===== src/rtl/adc_irq_pkg.sv =====
package adc_irq_pkg;
   // index of each request output
   localparam int IRQ_SEQ_A = 0;
   localparam int IRQ_SEQ_B = 1;
   localparam int IRQ_LIMIT = 2;
   localparam int IRQ_OVRUN = 3;
   localparam int IRQ_COUNT = 4;

   typedef enum logic {
      SEQ_PER_CONV  = 1'b0,
      SEQ_PER_BURST = 1'b1
   } seq_mode_e;
endpackage


===== src/rtl/adc_irq_limit_bank.sv =====
module adc_irq_limit_bank #(
   parameter int NUM_CH = 12
) (
   input  logic              clk,
   input  logic              rst_n,
   input  logic [NUM_CH-1:0] oor_evt_i,
   input  logic [NUM_CH-1:0] cross_evt_i,
   input  logic [NUM_CH-1:0] oor_en_i,
   input  logic [NUM_CH-1:0] cross_en_i,
   input  logic [NUM_CH-1:0] clr_i,
   output logic [NUM_CH-1:0] flags_o,
   output logic              any_o
);
   logic [NUM_CH-1:0] hit;
   logic [NUM_CH-1:0] flag_q;

   for (genvar c = 0; c < NUM_CH; c++) begin : g_ch
      assign hit[c] = (oor_evt_i[c] & oor_en_i[c]) | (cross_evt_i[c] & cross_en_i[c]);

      // a new event outranks a clear in the same cycle
      always_ff @(posedge clk or negedge rst_n) begin
         if (!rst_n)        flag_q[c] <= 1'b0;
         else if (hit[c])   flag_q[c] <= 1'b1;
         else if (clr_i[c]) flag_q[c] <= 1'b0;
      end
   end

   assign flags_o = flag_q;
   assign any_o   = |flag_q;

   // every enabled event leaves its flag set
   p_lim_set_r2: assert property (@(posedge clk) disable iff (!rst_n)
      1'b1 |=> ((flag_q & $past(hit)) == $past(hit)));

   // flags neither hit nor cleared keep their value
   p_lim_hold_r3: assert property (@(posedge clk) disable iff (!rst_n)
      1'b1 |=> (((flag_q ^ $past(flag_q)) & ~$past(hit | clr_i)) == '0));

   // a clear without an event leaves the flag low
   p_lim_clr_r3: assert property (@(posedge clk) disable iff (!rst_n)
      1'b1 |=> ((flag_q & $past(clr_i & ~hit)) == '0));
endmodule


===== src/rtl/adc_irq_seq_flag.sv =====
module adc_irq_seq_flag
   import adc_irq_pkg::*;
(
   input  logic clk,
   input  logic rst_n,
   input  logic mode_i,
   input  logic dvalid_i,
   input  logic done_i,
   input  logic rd_i,
   input  logic wr_clr_i,
   output logic flag_o
);
   logic      flag_q;
   logic      set_now;
   logic      clr_now;
   seq_mode_e mode;

   assign mode = seq_mode_e'(mode_i);

   always_comb begin
      unique case (mode)
         SEQ_PER_BURST: begin
            set_now = done_i;
            clr_now = wr_clr_i;
         end
         default: begin
            set_now = dvalid_i;
            clr_now = rd_i;
         end
      endcase
   end

   always_ff @(posedge clk or negedge rst_n) begin
      if (!rst_n)       flag_q <= 1'b0;
      else if (set_now) flag_q <= 1'b1;
      else if (clr_now) flag_q <= 1'b0;
   end

   assign flag_o = flag_q;

   // per-conversion mode, a read without new data drops the flag
   p_conv_rd_r6: assert property (@(posedge clk) disable iff (!rst_n)
      (!mode_i && rd_i && !dvalid_i) |=> !flag_o);

   // per-conversion mode, new data always raises the flag
   p_conv_set_r6: assert property (@(posedge clk) disable iff (!rst_n)
      (!mode_i && dvalid_i) |=> flag_o);

   // per-sequence mode, a finished sequence raises the flag
   p_burst_set_r8: assert property (@(posedge clk) disable iff (!rst_n)
      (mode_i && done_i) |=> flag_o);

   // per-sequence mode, data-valid and read strobes change nothing
   p_burst_hold_r7: assert property (@(posedge clk) disable iff (!rst_n)
      (mode_i && !done_i && !wr_clr_i) |=> $stable(flag_o));
endmodule


===== src/rtl/adc_irq_flags.sv =====
module adc_irq_flags
   import adc_irq_pkg::*;
#(
   parameter int DATA_W  = 32,
   parameter int NUM_CH  = 12,
   parameter int NUM_SEQ = 2,
   parameter bit IRQ_REG = 1'b0
) (
   input  logic                 clk,
   input  logic                 rst_n,
   input  logic [NUM_CH-1:0]    lim_oor_evt_i,
   input  logic [NUM_CH-1:0]    lim_cross_evt_i,
   input  logic [NUM_CH-1:0]    lim_oor_en_i,
   input  logic [NUM_CH-1:0]    lim_cross_en_i,
   input  logic [NUM_CH-1:0]    ch_ovr_i,
   input  logic [NUM_SEQ-1:0]   seq_ovr_i,
   input  logic [NUM_SEQ-1:0]   seq_dvalid_i,
   input  logic [NUM_SEQ-1:0]   seq_done_i,
   input  logic [NUM_SEQ-1:0]   seq_mode_i,
   input  logic [NUM_SEQ-1:0]   gdat_rd_i,
   input  logic [IRQ_COUNT-1:0] irq_en_i,
   input  logic                 wr_en_i,
   input  logic [DATA_W-1:0]    wdata_i,
   output logic [DATA_W-1:0]    rdata_o,
   output logic [IRQ_COUNT-1:0] irq_o
);
   // field layout, low fields packed upward, summaries packed downward
   localparam int OVR_LSB  = NUM_CH;
   localparam int SOVR_LSB = 2 * NUM_CH;
   localparam int SINT_LSB = DATA_W - 4;
   localparam int LIM_BIT  = DATA_W - 2;
   localparam int OVR_BIT  = DATA_W - 1;

   if (NUM_SEQ != 2) begin : g_bad_seq
      $error("adc_irq_flags: the layout holds exactly two sequences");
   end
   if (SOVR_LSB + NUM_SEQ > SINT_LSB) begin : g_bad_width
      $error("adc_irq_flags: DATA_W too small for NUM_CH");
   end

   logic [NUM_CH-1:0]    lim_flags;
   logic                 lim_any;
   logic [NUM_SEQ-1:0]   seq_flag;
   logic [NUM_SEQ-1:0]   seq_ovr_live;
   logic                 ovr_any;
   logic [IRQ_COUNT-1:0] irq_src;
   logic                 unused_wr_bits;

   assign unused_wr_bits = ^{wdata_i[DATA_W-1:SINT_LSB+NUM_SEQ], wdata_i[SINT_LSB-1:NUM_CH]};

   adc_irq_limit_bank #(.NUM_CH(NUM_CH)) u_limit (
      .clk         (clk),
      .rst_n       (rst_n),
      .oor_evt_i   (lim_oor_evt_i),
      .cross_evt_i (lim_cross_evt_i),
      .oor_en_i    (lim_oor_en_i),
      .cross_en_i  (lim_cross_en_i),
      .clr_i       (wdata_i[NUM_CH-1:0] & {NUM_CH{wr_en_i}}),
      .flags_o     (lim_flags),
      .any_o       (lim_any)
   );

   for (genvar s = 0; s < NUM_SEQ; s++) begin : g_seq
      adc_irq_seq_flag u_seq (
         .clk      (clk),
         .rst_n    (rst_n),
         .mode_i   (seq_mode_i[s]),
         .dvalid_i (seq_dvalid_i[s]),
         .done_i   (seq_done_i[s]),
         .rd_i     (gdat_rd_i[s]),
         .wr_clr_i (wr_en_i & wdata_i[SINT_LSB+s]),
         .flag_o   (seq_flag[s])
      );
      // a sequence's global overrun counts only in per-conversion mode
      assign seq_ovr_live[s] = seq_ovr_i[s] & ~seq_mode_i[s];
   end

   assign ovr_any = (|ch_ovr_i) | (|seq_ovr_live);

   always_comb begin
      rdata_o                          = '0;
      rdata_o[NUM_CH-1:0]              = lim_flags;
      rdata_o[OVR_LSB +: NUM_CH]       = ch_ovr_i;
      rdata_o[SOVR_LSB +: NUM_SEQ]     = seq_ovr_i;
      rdata_o[SINT_LSB +: NUM_SEQ]     = seq_flag;
      rdata_o[LIM_BIT]                 = lim_any;
      rdata_o[OVR_BIT]                 = ovr_any;
   end

   always_comb begin
      irq_src            = '0;
      irq_src[IRQ_SEQ_A] = seq_flag[0];
      irq_src[IRQ_SEQ_B] = seq_flag[1];
      irq_src[IRQ_LIMIT] = lim_any;
      irq_src[IRQ_OVRUN] = ovr_any;
   end

   if (IRQ_REG) begin : g_irq_reg
      logic [IRQ_COUNT-1:0] irq_q;
      always_ff @(posedge clk or negedge rst_n) begin
         if (!rst_n) irq_q <= '0;
         else        irq_q <= irq_src & irq_en_i;
      end
      assign irq_o = irq_q;
   end else begin : g_irq_comb
      assign irq_o = irq_src & irq_en_i;

      // no request leaves while its enable is low
      p_irq_gate_r12: assert property (@(posedge clk) disable iff (!rst_n)
         ((irq_o & ~irq_en_i) == '0));
   end

   // the gap bits never read as one
   p_gap_zero_r11: assert property (@(posedge clk) disable iff (!rst_n)
      (rdata_o[SINT_LSB-1:SOVR_LSB+NUM_SEQ] == '0));

   // any channel overrun shows in the overrun summary
   p_ovr_sum_r10: assert property (@(posedge clk) disable iff (!rst_n)
      (|ch_ovr_i) |-> rdata_o[OVR_BIT]);

   // the threshold summary is low only with every flag low
   p_lim_sum_r9: assert property (@(posedge clk) disable iff (!rst_n)
      !rdata_o[LIM_BIT] |-> (rdata_o[NUM_CH-1:0] == '0));
endmodule


===== config.mk =====
export PLATFORM = sky130hd
export DESIGN_NAME = adc_irq_flags
export DESIGN_NICKNAME = d
export VERILOG_FILES = /design/src/rtl/adc_irq_pkg.sv /design/src/rtl/adc_irq_limit_bank.sv /design/src/rtl/adc_irq_seq_flag.sv /design/src/rtl/adc_irq_flags.sv
export SDC_FILE = /design/constraint.sdc
export NUM_CORES = 1
export LEC_CHECK = 0
export BUFFER_PORTS_ARGS = -buffer_cell sky130_fd_sc_hd__buf_2
export CAP_MARGIN = 20
export CORE_ASPECT_RATIO = 1.2
export CORE_MARGIN = 3
export CORE_UTILIZATION = 30
export CTS_CLUSTER_SIZE = 24
export DETAILED_ROUTE_END_ITERATION = 12
export PLACE_DENSITY = 0.95
export SETUP_SLACK_MARGIN = 0.3
export SLEW_MARGIN = 20
export SYNTH_ARGS = -nofsm -noshare
export SYNTH_HDL_FRONTEND = slang
export SYNTH_SLANG_ARGS = --single-unit

===== constraint.sdc =====
create_clock -name clk -period 2.16 [get_ports clk]
set_input_delay 0.216 -clock clk [delete_from_list [all_inputs] [get_ports clk]]
set_output_delay 0.216 -clock clk [all_outputs]
set_load 0.005 [all_outputs]

**Word-level counts from Yosys, hierarchy flattened**

Cells that the tools add are included.

- Flip-flop bits (word level): 14
- Output and inout bits: 36
- Word-level logic and storage cells: 108
- Input bits: 109

- Multiplexer cells: 32
- Reductions and logical operators: 17
- Bitwise logic cells: 45

Operators by type and width:

| kind | number |
|---|---|
| 1-bit two-way mux | 32 |
| 1-bit AND | 28 |
| 2-bit nonzero test | 14 |
| 12-bit OR reduction | 2 |
| 1-bit OR | 13 |
| 12-bit AND | 1 |
| 4-bit AND | 1 |
| 1-bit inverter | 2 |
| 2-bit OR reduction | 1 |

**Depth between registers and ports, before layout**

Gate-level depths: netlist (run 1).

- Depth after elaboration: 5
- Mapped depth: 4
- Gate-level depth less buffers: 3

**Hierarchy**

From an unflattened synthesis (run 1), not the netlist that was laid out.

- Cells, all modules: 109
- Area total of the unflattened synthesis: 948.4 um^2

Modules (own cells, without submodules):

| module | times used | area an instance (um^2) | sequential area each (um^2) | cells each |
|---|---|---|---|---|
| adc_irq_limit_bank | 1 | 519.2 | 300.3 | 51 |
| adc_irq_flags | 1 | 321.6 | 0.0 | 46 |
| adc_irq_seq_flag | 2 | 53.8 | 25.0 | 6 |

**Least setup slack after synthesis (run 1)**

OpenSTA, ideal clock, no wires.

- Kind: register to output
- From: register u_limit.flag_q[5], in the netlist u_limit.flags_o[5]
- To: output port irq_o[2]
- Cell stages (with the launch flop): 4
- Slack: 1.020 ns
- Buffers on the path: 0
- Arrival time: 0.924 ns
- Required time: 1.944 ns
- Path through: dfrtp_1 -> nor4_1 -> nand3_1 -> and2_1

- Word-level cells in the longest chain between the ends: 2

Ends and longest elaborated chain:

| element | RTL line | RTL |
|---|---|---|
| from (decl) | adc_irq_limit_bank.sv:15 | `logic [NUM_CH-1:0] flag_q;` |
| from (signal, indexed assignment) | adc_irq_limit_bank.sv:22 | `if (!rst_n) flag_q[c] <= 1'b0;` |
| from (signal, indexed assignment) | adc_irq_limit_bank.sv:23 | `else if (hit[c]) flag_q[c] <= 1'b1;` |
| from (signal, indexed assignment) | adc_irq_limit_bank.sv:24 | `else if (clr_i[c]) flag_q[c] <= 1'b0;` |
| 12-bit OR reduction | adc_irq_limit_bank.sv:29 | `assign any_o = \|flag_q;` |
| net lim_any | adc_irq_flags.sv:42 | `logic lim_any;` |
| 4-bit AND | adc_irq_flags.sv:106 | `assign irq_o = irq_src & irq_en_i;` |
| to (decl) | adc_irq_flags.sv:25 | `output logic [IRQ_COUNT-1:0] irq_o` |

The timed path passes the listed nets, and every way through them passes these cells.

**Final worst setup path (run 1)**

- From: register u_limit.flag_q[8], in the netlist u_limit.flags_o[8]
- To: output port irq_o[2]

- Word-level cells in the longest chain between the ends: 2

Ends and longest elaborated chain:

| element | RTL line |
|---|---|
| 12-bit OR reduction | adc_irq_limit_bank.sv:29 |
| 4-bit AND | adc_irq_flags.sv:106 |

Every way passes these cells.

==> out/qor.yml, run 1 <==
die_area_um2: 3610
dp_hpwl_um: 2670
wirelength_um: 3030
antenna_found_initial: 0
grt_pass1_vias: 1134
critPathRequiredTime_ns: 1.94
n_fill_cell: 255
cts_setup_buffers: 0
gr-usage-all-layers: 0.167
postCtsHoldBufs: 1
drive_gt1_frac: 0.624
yosysUniqueCellTypes: 17
drv_cap: 0
setup_violations: 0
avgSynthCellArea_um2: 9.12
vias: 1143
cts_tree: "built"
ir_worst_vdd_mv: 0.474
rsz0062_at_grt: "no"
clock_latency_ns: 0.27
critPathSlowestCell: "nor4_1"
fmax_mhz: 572
yosysSeqAreaShare: 0.400
slew_violations: 0
gr-total-overflow: 0
finalCritPeriodShare: 0.809
cts_sinks: 14
timing_hold_violations_final: 0
critPathCaptureType: "primary output"
tns_ns: 0
clock_path_buffers: 2
grt_pass1_wl_um: 4750
remaining_drc_errors: 0
p_leak_uw: 0.000802
path_cells: "nor4_1, nand3_1, and2_1, buf_2"
drtIter0Drc: 54
vias_per_cell: 4.80
port_buffers: 124
syn2layout_area_growth_pct: 62.9
finalNetCount: 315
fin_crit_ns: 1.75
arrival_ns: 1.53
cp_max_fo: 3
ant_nets: 0
place_area_um2: 1380
fp.dieW_um: 55.3
initial_core_util: 0.330
ios: 145
clkTransAtPathRegs_ns: 0.08
coreArea_um2: 2650
ys_warn_count: 0
final_cell_mix: "124 x buf_2, 15 x inv_1, 14 x dfrtp_1"
row_count: 20
final_common_cell: "buf_2"
cp-start-kind: "flip-flop"
synth_area_um2: 876
num_antenna_cells: 0
fin_area_um2: 1430
synth_seq_cells: 14
htree_levels: 1
clk_root_buffer_cell: "clkbuf_4"
dr.pass1.iters: 5
hp-class: "primary input to flip-flop"
status: "completed"
cp_slowest_stage_delay_ns: 0.41
cts_resized: 0
fp.dieH_um: 65.2
powerDensity_nw_per_um2: 477
gp_congestion: 0.758
final_core_util: 0.538
post_drt_wl_per_cell_um: 12.7
grt_max_degree: 15
worstSetupPathType: "flip-flop to primary output"
synth_cells: 96
cts_buffers: 3
clock_skew_ns: 0
## per-layer routing
metal | up-vias | global-route usage | wire [um]
li1 | 551 | - | -
met1 | 512 | 0.150 | 972
met2 | 78 | 0.330 | 1650
met3 | 2 | 0.0629 | 379
met4 | 0 | 0.0638 | 22
met5 | - | 0 | 0
## power breakdown
group | internal, uW | switching (uW)
combinational | 114 | 77.2
sequential | 288 | 20.5
clock | 102 | 79.0
## cell usage after synthesis
library cell,n,area [um^2]
dfrtp_1,14,350
and2_1,3,18.8
and3_1,2,12.5
a41oi_1,1,8.76
a221o_1,2,20.0
buf_4,20,150
nand3_1,1,5.00
a22oi_1,1,7.51
nand4_1,1,6.26
conb_1,1,3.75
a21oi_1,2,10.0
nor4_1,6,37.5
inv_1,15,56.3
nor2b_1,2,12.5
buf_6,1,11.3
a222oi_1,12,120
nand2_1,12,45.0
## cells by family (layout without fill, tap and decap cells)
logic type	count (synthesis)	in the layout	synth area share
buffers and inverters	36	144	0.249
AOI/OAI and AO/OA	18	18	0.190
other	1	2	0.00428
and+or+nand+nor	27	27	0.157
DFF	14	14	0.400
## state kept, by name, indices dropped and copies added (netlist names)
register / count
g_seq.u_seq.flag_o: 2
u_limit.flags_o: 12
## cell type report
type,count,area (um^2),share of cell area
well taps,33,41.3,0.0289
clock buffers,4,36.3,0.0254
multi-input cells,47,312,0.218
repair buffers,125,631,0.442
flip-flops and latches,14,350,0.246
inverters,15,56.3,0.0395
## final timing paths
path | cells after the start | from | endpoint | slack, ns
setup reg to reg | 2 | u_limit.flags_o[11] | u_limit.flags_o[11] | 1.29
hold / removal | 3 | lim_cross_en_i[7] | u_limit.flags_o[7] | 0.16
setup / recovery | 4 | u_limit.flags_o[8] | irq_o[2] | 0.41
min in group asynchronous | 2 | rst_n | u_limit.flags_o[10] | 0.37
max in group asynchronous | 2 | rst_n | g_seq[0].u_seq.flag_o | 1.56
hold reg to reg | 2 | u_limit.flags_o[2] | u_limit.flags_o[2] | 0.52
## worst max-delay path: cells and delay by family, from the launching register on
| kind | cells | cell delay [ns] |
|---|---|---|
| buffers and inverters | 1 | 0.12 |
| AND/OR/NAND/NOR | 3 | 0.75 |
| flip-flops | 1 | 0.40 |
## per-stage QoR
step	worst slack [ns]	power, uW	hold WS (ns)	std cells
after floorplan	1.02	391	-0.0796	97
after global placement	0.719	501	0.131	233
after detailed placement	0.718	506	0.132	233
after CTS	0.405	696	0.148	238
after global routing	0.361	734	0.150	238
final	0.413	681	0.162	238
(Power assumes the default switching activity.)
==> inputs of run 2 (changes only) <==
- CORE_UTILIZATION: 30 -> 25
- PLACE_DENSITY: 0.95 -> 0.87
- clock period: 2.16 -> 1.45 ns (I/O delays scaled with it)
==> run 2 against run 1 <==
  * Largest cell class unchanged
  * Register-to-register slack worse by 0.84 ns
  * Hold slack worse by 0.074 ns
  * Sequential share of layout area decreased by 0.83 points
  * The flow now finishes with violations (setup timing)
  * Setup slack got worse by 0.50 ns
  * Non-clock buffer count is 2 higher
  * Die area grew 18%
  * Power up 54%
  * Clock skew did not move
  * Combinational power increased by 57%
  * Via count down 0.96%
  * Clock power grew 54%
  * Critical path depth unchanged
==> out/qor.yml, run 2 (same netlist as run 1, synthesis figures left out) <==
htree_levels: 1  # unchanged
remaining_drc_errors: 0  # unchanged
p_leak_uw: 0.000818  # was 0.000802 uW
rr_worst_depth: 3  # was 2
cts_buffers: 3  # unchanged
place_area_um2: 1380  # about the same
final_common_cell: "buf_2"  # unchanged
p_switching_uw: 286  # was 177 uW
intPower_uw: 760  # was 504 uW
critPathSlowestCell: "dfrtp_1"  # was nor4_1
vias: 1132  # was 1,143
fin_ws_ns: -0.0883  # was 0.413 ns
final_cell_mix: "124 x buf_2, 15 x inv_1, 14 x dfrtp_1"  # unchanged
critPathRequiredTime_ns: 1.31  # was 1.94 ns
drive_gt1_frac: 0.643  # was 0.624
endpoint: "irq_o[2]"  # unchanged
swShare: 0.273  # was 0.260
fin_area_um2: 1480  # was 1430 um^2
dp_hpwl_um: 2730  # was 2670 um
r2r_slack_ns: 0.45  # was 1.29 ns
finalNetCount: 317  # was 315
drtIter0Drc: 43  # was 54
cp-start-kind: "flip-flop"  # unchanged
wl_met2_um: 1770  # was 1650 um
fp.dieH_um: 70.8  # was 65.2 um
coreArea_um2: 3190  # was 2650 um^2
path_cells: "nor4_2, nand3_1, and2_1, buf_2"  # was nor4_1, nand3_1, and2_1, buf_2
row_count: 22  # was 20
clock_skew_ns: 0  # unchanged
top_layer_used: "met4"  # unchanged
worstSetupPathType: "flip-flop to primary output"  # unchanged
final_cells: 243  # was 238
die_area_um2: 4250  # was 3610 um^2
wirelength_um: 3190  # was 3030 um
post_drt_wl_per_cell_um: 13.1  # was 12.7 um
setup_violations: 1  # was 0
syn2layout_area_growth_pct: 68.6  # was 62.9%
cts_tree: "built"  # unchanged
rsz0062_at_grt: "yes"  # was no
gr-usage-all-layers: 0.138  # was 0.167
initial_core_util: 0.274  # was 0.330
dp_cells: 236  # was 233
p_seq_frac: 0.446  # was 0.453
hp-class: "primary input to flip-flop"  # unchanged
finalCritPeriodShare: 1.06
cts_sinks: 14  # unchanged
grt_pass1_vias: 1140  # was 1,134
clkTransAtPathRegs_ns: 0.09  # was 0.08 ns
clockPowerShare: 0.267  # was 0.266
ant_nets: 0  # unchanged
wl_met3_um: 279  # was 379 um
grt_max_degree: 15  # unchanged
fmax_mhz: 650
dr.pass1.iters: 6  # was 5
crit_path_start: "u_limit.flags_o[0]"  # was u_limit.flags_o[8]
timing.rr.end: "u_limit.flags_o[4]"  # was u_limit.flags_o[11]
gp_congestion: 0.798  # was 0.758
wl_met1_um: 1110  # was 972 um
pwr-share-comb: 0.287  # was 0.280
gr-total-overflow: 0  # unchanged
largest_reg_flops: 12  # unchanged
port_buffers: 124  # unchanged
powerDensity_nw_per_um2: 708  # was 477 nW/um^2
ir_worst_vdd_mv: 0.429  # was 0.474 mV
clk_root_buffer_cell: "clkbuf_4"  # unchanged
ios: 145  # unchanged
cp_slowest_stage_delay_ns: 0.41  # about the same
cp_max_fo: 3  # unchanged
vias_per_cell: 4.66  # was 4.80
status: "complete, but fails checks"  # was completed
arrival_ns: 1.39  # was 1.53 ns
clock_path_buffers: 2  # unchanged
worstReg2RegStart: "u_limit.flags_o[4]"  # was u_limit.flags_o[11]
num_antenna_cells: 0  # unchanged
clock_latency_ns: 0.27  # about the same
final_core_util: 0.462  # was 0.538
drv_cap: 0  # unchanged
timing_hold_violations_final: 0  # unchanged
critPathCaptureType: "primary output"  # unchanged
grt_pass1_wl_um: 4550  # was 4750 um
fin_crit_ns: 1.54
violations: "setup timing"
slew_violations: 0  # unchanged
antenna_found_initial: 0  # unchanged
fp.dieW_um: 60.0  # was 55.3 um
==> run 2: power by group through the flow <==
stage | clock network (uW) | registers (uW) | logic, uW
6_report | 279 | 467 | 300
5_1_grt | 317 | 472 | 335
4_1_cts | 296 | 464 | 297
3_5_place_dp | 0 | 469 | 287
3_3_place_gp | 0 | 468 | 280
2_1_floorplan | 0 | 466 | 116
==> run 2: worst min path at each step <==
stage / cells after the start / from / slack, ns / endpoint
after global placement: 1 / rst_n / 0.06 / u_limit.flags_o[7]
final: 3 / lim_cross_en_i[1] / 0.09 / u_limit.flags_o[1]
after CTS: 3 / lim_cross_en_i[1] / 0.07 / u_limit.flags_o[1]
after floorplan: 0 / rst_n / -0.15 / g_seq[0].u_seq.flag_o
after global routing: 3 / lim_cross_en_i[6] / 0.08 / u_limit.flags_o[6]
after detailed placement: 1 / rst_n / 0.06 / u_limit.flags_o[8]
==> run 2: layer usage <==
layer | up-vias | track usage
met1 | 520 | 0.143
met2 | 59 | 0.261
li1 | 551 | -
met4 | 0 | 0.0616
met3 | 2 | 0.0182
met5 | - | 0
==> run 2: area by class of cell <==
type | instances | area, um^2
clock buffers | 4 | 36.3
fillers | 329 | 1720
inverters | 15 | 56.3
multi-input cells | 47 | 339
flip-flops and latches | 14 | 350
well taps | 36 | 45.0
repair buffers | 127 | 649
==> run 2: worst max-delay path, delay by kind of cell (launching register included) <==
kind          cells  cell delay [ns]
flops             1             0.41
simple gates      3             0.60
buf+inv           1             0.12
==> run 2: stage by stage <==
step	total power, uW	setup slack, ns	hold WS (ns)	TNS, ns
6_report	1050	-0.0883	0.0875	-0.0883
5_1_grt	1120	-0.199	0.0762	-0.273
4_1_cts	1060	-0.130	0.0709	-0.140
3_5_place_dp	757	0.0924	0.0589	0
3_3_place_gp	747	0.136	0.0563	0
2_1_floorplan	582	0.381	-0.151	0
==> run 2: what timing repair did <==
item	4_1_cts	5_1_grt
hold buffers	1	0
pin swaps	3	3
gates resized for setup	2	3
cloned	0	0
setup buffers	1	1
endpoints found under the setup margin	2	5
endpoints found under the hold margin	14	0
